**src/rtl/ddr_burst_pkg.sv**
```systemverilog
package ddr_burst_pkg;

    // Two address beats leave the block in every clock cycle.
    localparam int unsigned BEATS_PER_CYCLE = 2;

    typedef enum logic {
        PH_IDLE   = 1'b0,
        PH_ACTIVE = 1'b1
    } burst_phase_e;

endpackage

```
**src/rtl/ddr_burst_ctrl.sv**
```systemverilog
module ddr_burst_ctrl
    import ddr_burst_pkg::*;
#(
    parameter int unsigned BURST_LEN = 4,
    localparam int unsigned CYCLES   = BURST_LEN / BEATS_PER_CYCLE,
    localparam int unsigned CNT_W    = (CYCLES > 1) ? $clog2(CYCLES) : 1
) (
    input  logic             clk,
    input  logic             rst_n,
    input  logic             load,
    output logic             accept,
    output logic             busy,
    output logic             last,
    output logic [CNT_W-1:0] cnt
);

    typedef struct packed {
        burst_phase_e     phase;
        logic [CNT_W-1:0] cnt;
    } ctrl_state_t;

    localparam logic [CNT_W-1:0] CNT_LAST = CNT_W'(CYCLES - 1);

    ctrl_state_t st_d, st_q;

    always_comb begin
        st_d   = st_q;
        accept = load && (st_q.phase == PH_IDLE);
        last   = (st_q.phase == PH_ACTIVE) && (st_q.cnt == CNT_LAST);
        if (accept) begin
            st_d.phase = PH_ACTIVE;
            st_d.cnt   = '0;
        end else if (st_q.phase == PH_ACTIVE) begin
            if (last) begin
                st_d.phase = PH_IDLE;
                st_d.cnt   = '0;
            end else begin
                st_d.cnt = st_q.cnt + 1'b1;
            end
        end
    end

    always_ff @(posedge clk) begin
        if (!rst_n) begin
            st_q.phase <= PH_IDLE;
            st_q.cnt   <= '0;
        end else begin
            st_q <= st_d;
        end
    end

    assign busy = (st_q.phase == PH_ACTIVE);
    assign cnt  = st_q.cnt;

    AST_ACCEPT_STARTS: assert property (@(posedge clk) disable iff (!rst_n)
        (load && !busy) |=> (busy && cnt == '0)) else $error("accept");
    AST_DONE_ENDS: assert property (@(posedge clk) disable iff (!rst_n)
        last |=> !busy) else $error("end");
    AST_LAST_INSIDE: assert property (@(posedge clk) disable iff (!rst_n)
        last |-> busy) else $error("last");
    AST_RELOAD_IGNORED: assert property (@(posedge clk) disable iff (!rst_n)
        (busy && load && !last) |=> (busy && cnt == $past(cnt) + 1'b1)) else $error("reload");

endmodule

```
**src/rtl/ddr_burst_addr.sv**
```systemverilog
module ddr_burst_addr
    import ddr_burst_pkg::*;
#(
    parameter int unsigned ADDR_W    = 20,
    parameter int unsigned BURST_LEN = 4,
    localparam int unsigned LOW_W    = $clog2(BURST_LEN),
    localparam int unsigned CYCLES   = BURST_LEN / BEATS_PER_CYCLE,
    localparam int unsigned CNT_W    = (CYCLES > 1) ? $clog2(CYCLES) : 1
) (
    input  logic              clk,
    input  logic              rst_n,
    input  logic              accept,
    input  logic              busy,
    input  logic [CNT_W-1:0]  cnt,
    input  logic [ADDR_W-1:0] addr_in,
    output logic [ADDR_W-1:0] addr_rise,
    output logic [ADDR_W-1:0] addr_fall
);

    typedef struct packed {
        logic [ADDR_W-1:0] base;
    } addr_state_t;

    addr_state_t st_d, st_q;
    logic [LOW_W-1:0] rise_lo, fall_lo;

    always_comb begin
        st_d = st_q;
        if (accept) begin
            st_d.base = addr_in & ~ADDR_W'(1);
        end
        rise_lo = st_q.base[LOW_W-1:0] + (LOW_W'(cnt) << 1);
        fall_lo = rise_lo | LOW_W'(1);
        if (busy) begin
            addr_rise = {st_q.base[ADDR_W-1:LOW_W], rise_lo};
            addr_fall = {st_q.base[ADDR_W-1:LOW_W], fall_lo};
        end else begin
            addr_rise = '0;
            addr_fall = '0;
        end
    end

    always_ff @(posedge clk) begin
        if (!rst_n) begin
            st_q.base <= '0;
        end else begin
            st_q <= st_d;
        end
    end

    AST_EVEN_RISE: assert property (@(posedge clk) disable iff (!rst_n)
        busy |-> !addr_rise[0]) else $error("odd rise");
    AST_FALL_PAIR: assert property (@(posedge clk) disable iff (!rst_n)
        busy |-> (addr_fall == (addr_rise | ADDR_W'(1)))) else $error("pair");
    AST_HIGH_HOLD: assert property (@(posedge clk) disable iff (!rst_n)
        (busy && $past(busy) && !$past(accept)) |-> $stable(addr_rise[ADDR_W-1:LOW_W])) else $error("high");
    AST_IDLE_ZERO: assert property (@(posedge clk) disable iff (!rst_n)
        !busy |-> (addr_rise == '0 && addr_fall == '0)) else $error("idle");

endmodule

```
**src/rtl/ddr_burst_addr_gen.sv**
```systemverilog
module ddr_burst_addr_gen
    import ddr_burst_pkg::*;
#(
    parameter int unsigned ADDR_W    = 20,
    parameter int unsigned BURST_LEN = 4
) (
    input  logic              clk,
    input  logic              rst_n,
    input  logic              load,
    input  logic [ADDR_W-1:0] addr_in,
    output logic [ADDR_W-1:0] addr_rise,
    output logic [ADDR_W-1:0] addr_fall,
    output logic              busy,
    output logic              done
);

    localparam int unsigned CYCLES = BURST_LEN / BEATS_PER_CYCLE;
    localparam int unsigned CNT_W  = (CYCLES > 1) ? $clog2(CYCLES) : 1;

    logic             accept;
    logic             busy_w;
    logic             last_w;
    logic [CNT_W-1:0] cnt_w;

    ddr_burst_ctrl #(
        .BURST_LEN (BURST_LEN)
    ) u_ctrl (
        .clk    (clk),
        .rst_n  (rst_n),
        .load   (load),
        .accept (accept),
        .busy   (busy_w),
        .last   (last_w),
        .cnt    (cnt_w)
    );

    ddr_burst_addr #(
        .ADDR_W    (ADDR_W),
        .BURST_LEN (BURST_LEN)
    ) u_addr (
        .clk       (clk),
        .rst_n     (rst_n),
        .accept    (accept),
        .busy      (busy_w),
        .cnt       (cnt_w),
        .addr_in   (addr_in),
        .addr_rise (addr_rise),
        .addr_fall (addr_fall)
    );

    assign busy = busy_w;
    assign done = last_w;

    AST_RESET_QUIET: assert property (@(posedge clk)
        !rst_n |=> (!busy && !done)) else $error("reset");

endmodule

```
**config.mk**
```make
export PLATFORM = sky130hd
export DESIGN_NAME = ddr_burst_addr_gen
export DESIGN_NICKNAME = d
export VERILOG_FILES = /design/src/rtl/ddr_burst_pkg.sv /design/src/rtl/ddr_burst_ctrl.sv /design/src/rtl/ddr_burst_addr.sv /design/src/rtl/ddr_burst_addr_gen.sv
export SDC_FILE = /design/constraint.sdc
export NUM_CORES = 1
export LEC_CHECK = 0
export ABC_CLOCK_PERIOD_IN_PS = 1530
export BUFFER_PORTS_ARGS = -buffer_cell sky130_fd_sc_hd__buf_2
export CORE_UTILIZATION = 43
export DETAILED_ROUTE_END_ITERATION = 12
export HOLD_SLACK_MARGIN = 0.06
export PLACE_DENSITY = 0.79
export SYNTH_ARGS = -nofsm -noshare
export SYNTH_HDL_FRONTEND = slang
export SYNTH_HIERARCHICAL = 1
export SYNTH_SLANG_ARGS = --single-unit
```
**constraint.sdc**
```tcl
create_clock -name clk -period 1.53 [get_ports clk]
set_input_delay 0.2295 -clock clk [delete_from_list [all_inputs] [get_ports clk]]
set_output_delay 0.2295 -clock clk [all_outputs]
set_load 0.02 [all_outputs]
```
After elaboration in Yosys (flattened, before gate mapping)
Index checks and enable logic that the tools add are counted.
{"block": "classes", "n_addsub": 2, "muxes": 6, "reduce_logical": 3, "bitwise_logic": 2}
{"cell": "20-bit two-way mux", "count": 2}
{"cell": "2-bit two-way mux", "count": 2}
{"cell": "2-bit adder", "count": 1}
{"cell": "1-bit logical AND", "count": 2}
{"cell": "1-bit two-way mux", "count": 2}
{"cell": "1-bit NOT", "count": 2}
{"cell": "2-bit OR reduction", "count": 1}
{"cell": "1-bit adder, second input constant", "count": 1}
{"block": "totals", "ff_bits": 21, "word_cells": 16, "in_bits": 23}

Longest topological paths before layout
{"block": "logic_depth", "word_depth": 4, "ltp_mapped": 6}

By module
The synthesis kept the hierarchy.
{"module": "ddr_burst_addr", "area_per_inst_um2": 1017.2, "instances": 1, "cells_per_inst": 103}
{"module": "ddr_burst_ctrl", "area_per_inst_um2": 96.3, "instances": 1, "cells_per_inst": 10}

Least setup slack after synthesis
No wires, ideal clock.
{"block": "synth_path", "path_kind": "register to output", "start": "register u_ctrl.st_q, in the netlist u_ctrl/busy", "end": "output addr_rise[1]", "arrival_ns": 1.290, "n_path_buf": 2, "stages_incl_launch_ff": 4, "setup_slack_ns": 0.011, "cell_sequence": "dfxtp_1 > clkbuf_1 > and2_1 > buf_4"}
{"block": "synth_between", "elab_chain_len": 1}
{"item": "start: declaration", "line": "ddr_burst_ctrl.sv:24", "rtl": "ctrl_state_t st_d, st_q;"}
{"item": "start signal: assignment", "line": "ddr_burst_ctrl.sv:48", "rtl": "st_q <= st_d;"}
{"item": "20-bit two-way mux", "line": "ddr_burst_addr.sv:34", "rtl": "if (busy) begin"}
{"item": "end: declaration", "line": "ddr_burst_addr_gen.sv:11", "rtl": "output logic [ADDR_W-1:0] addr_rise,"}
Every way passes these cells.

Final worst setup path
{"block": "layout_path", "start": "register u_ctrl.st_q, in the netlist u_ctrl/busy", "end": "output addr_fall[15]"}
{"block": "layout_between", "elab_chain_len": 1}
{"item": "20-bit two-way mux", "line": "ddr_burst_addr.sv:34"}
{"item": "end: declaration", "line": "ddr_burst_addr_gen.sv:12", "rtl": "output logic [ADDR_W-1:0] addr_fall,"}
Every way passes these cells.

==> flow_summary.toml <==
[floorplanning]
die_y_um = 52.9
pin_count = 65
rows = 18
dieArea_um2 = 2800
core_um2 = 2450
initial_core_util = 0.454
chipWidth_um = 52.9

[power_and_ir_drop]
seqPwrFrac = 0.543
comb_power_share = 0.228
power_switching_mw = 0.312
irDropWorstVdd_v = 0.000527
p_clk_frac = 0.229
power_mw = 1.11
pwr_density_cell_nw_per_um2 = 838
p_sw_frac = 0.281
p_leak_nw = 0.729
p_int_mw = 0.797

[timing]
final_max_slew_viol_count = 0
fin_crit_ns = 1.38
min_period_over_period = 0.903
fin_skew_ns = 0.00684
fmax_ghz = 0.724
setup_viol = 0
hold_violations = 0
fin_setup_tns_ns = 0
rsz0062_at_grt = "no"

[drt]
drc = 0
firstDrtPassIters = 1
wl_per_cell_um = 10.0
drt_wl_total_um = 1890
first_iter_violations = 0
via_count = 838
postRouteAntennaNets = 0
vias_per_cell = 4.46

[clocking]
htreeDepth = 1
cts_buffers = 3
cts_resized = 0
cts_setup_buffers = 0
cts.sinks = 21
cts.clk_slew.worst_paths_ns = 0.12
hold_buffers = 0
cts_tree = "yes"
cts_buffer_depth = 2
cts_root_buf = "clkbuf_4"
insertion_delay_ns = 0.29

[global_route]
antenna_found_initial = 0
grt_pass1_wl_um = 3020
grt_pass1_vias = 724
grt-ovfl-total = 0
grt_start_max_net_pins = 22
track_usage = 0.144

[cells_and_area]
n_antenna_cell = 0
drive_gt1_frac = 0.462
mostFrequentLayoutCell = "buf_2"
fillers = 247
final_cell_mix = "buf_2 (62), dfxtp_1 (21), and2_1 (19), mux2i_1 (19), nor2b_1 (19)"
nets = 182
syn2layout_area_growth_pct = 18.8

[min_path]
hold_path.class = "in2reg"
holdPathStages = 2

[setup_path]
arrival_ns = 1.15
endpoint = "addr_fall[15]"
end_kind = "output pin"
reg2reg_from = "u_ctrl/busy"
reg2regPathDepth = 5
critPathSlowestCell = "dfxtp_1"
start_kind = "register"
crit_start = "u_ctrl/busy"
crit_chain = "buf_4 > and2_1 > buf_2"
cp_max_fo = 11
critPathKind = "reg2out"
r2r_slack_ns = 0.35
cpPeakStageDelay_ns = 0.36
worstReg2RegEnd = "u_addr/st_q[7]"
worstPathRequired_ns = 1.30

[synth]
synth_fa_ha_area_frac = 0
ys_seq_elements = 21
yosysSeqAreaShare = 0.378
ys_types = 16
yosys_warnings = 6
syn-cell-area_um2 = 1110
synthCells = 113
synthSimpleGateAreaFrac = 0.235
synth-xor-area-share = 0.00787
synth_mux_area_frac = 0.171
synth_top_family_by_area = "simple AND/OR/NAND/NOR gates"
synth_compound_area_frac = 0.0225
syn_area_per_cell_um2 = 9.85
syn_nets = 136

[placement]
port-buffer-count = 62
dpl.hpwl_um = 1470
gp_congestion = 0.645

[run]
cap_violations = 0

[run_status]
status = "completed"
[synth_stat cells (all sizes together)]
library cell,count,area [um2]
nand2,1,3.75
clkbuf,2,7.51
inv,2,7.51
o32ai,1,16.3
xor2,1,8.76
nand2b,2,12.5
a21oi,1,8.76
nor2b,19,119
dfxtp,21,420
conb,1,3.75
and2,20,126
mux2i,19,190
buf,23,189
[worst max-delay path, delay by kind of cell (launching register included)]
| family | cells | cell delay (ns) |
|---|---|---|
| buffers and inverters | 2 | 0.34 |
| flip-flops | 1 | 0.36 |
| AND/OR/NAND/NOR | 1 | 0.16 |
[power by group through the flow]
stage	logic (mW)	clock network, mW	registers (mW)
after global routing	0.278	0.289	0.608
after CTS	0.257	0.264	0.602
after global placement	0.249	0	0.612
after detailed placement	0.257	0	0.614
after floorplan	0.196	0	0.617
final	0.252	0.254	0.602
[layer usage]
metal  global-route usage  part of all wire  vias up
met4               0.0395                 0        0
li1                     -                 -      427
met3               0.0230             0.091        0
met5                    0                 0        -
met1                0.178              0.45      367
met2                0.255              0.46       44
[worst min-delay path by stage]
stage | startpoint | to | slack [ns]
4_1_cts | load | u_ctrl/cnt | 0.15
6_report | load | u_ctrl/cnt | 0.16
3_5_place_dp | load | u_ctrl/cnt | 0.47
3_3_place_gp | load | u_ctrl/cnt | 0.46
5_1_grt | load | u_ctrl/cnt | 0.14
2_1_floorplan | load | u_ctrl/cnt | 0.34
[state kept, by name, summed over array words and instances, names as in the netlist]
name	flops
u_addr/st_q	19
u_ctrl/busy	1
u_ctrl/cnt	1
[through the flow]
| step | util | instance area (um2) | hold WS, ns | setup slack (ns) | std cells |
|---|---|---|---|---|---|
| 2_1_floorplan | - | 1110 | 0.343 | 0.0106 | 113 |
| 3_3_place_gp | 0.528 | 1290 | 0.460 | 0.406 | 184 |
| 3_5_place_dp | 0.528 | 1290 | 0.468 | 0.350 | 184 |
| 4_1_cts | 0.539 | 1320 | 0.147 | 0.127 | 188 |
| 5_1_grt | 0.539 | 1320 | 0.138 | 0.0370 | 188 |
| 6_report | 0.539 | 1320 | 0.157 | 0.149 | 188 |
[layout make-up]
type	count	area, um2	share of cell area
clock buffer	3	22.5	0.0170
clock inverter	1	5.00	0.00378
inverter	2	7.51	0.00568
multi-input combinational	65	489	0.370
sequential	21	420	0.318
tap	30	37.5	0.0284
timing repair buffer	66	340	0.257
[cells by family (layout without fill, tap and decap cells)]
family,after synthesis,after routing
compound gates,2,2
xor+xnor,1,1
buf+inv,27,72
flops,21,21
mux,19,19
other cells,1,1
simple gates,42,42
(Power assumes the default switching activity.)
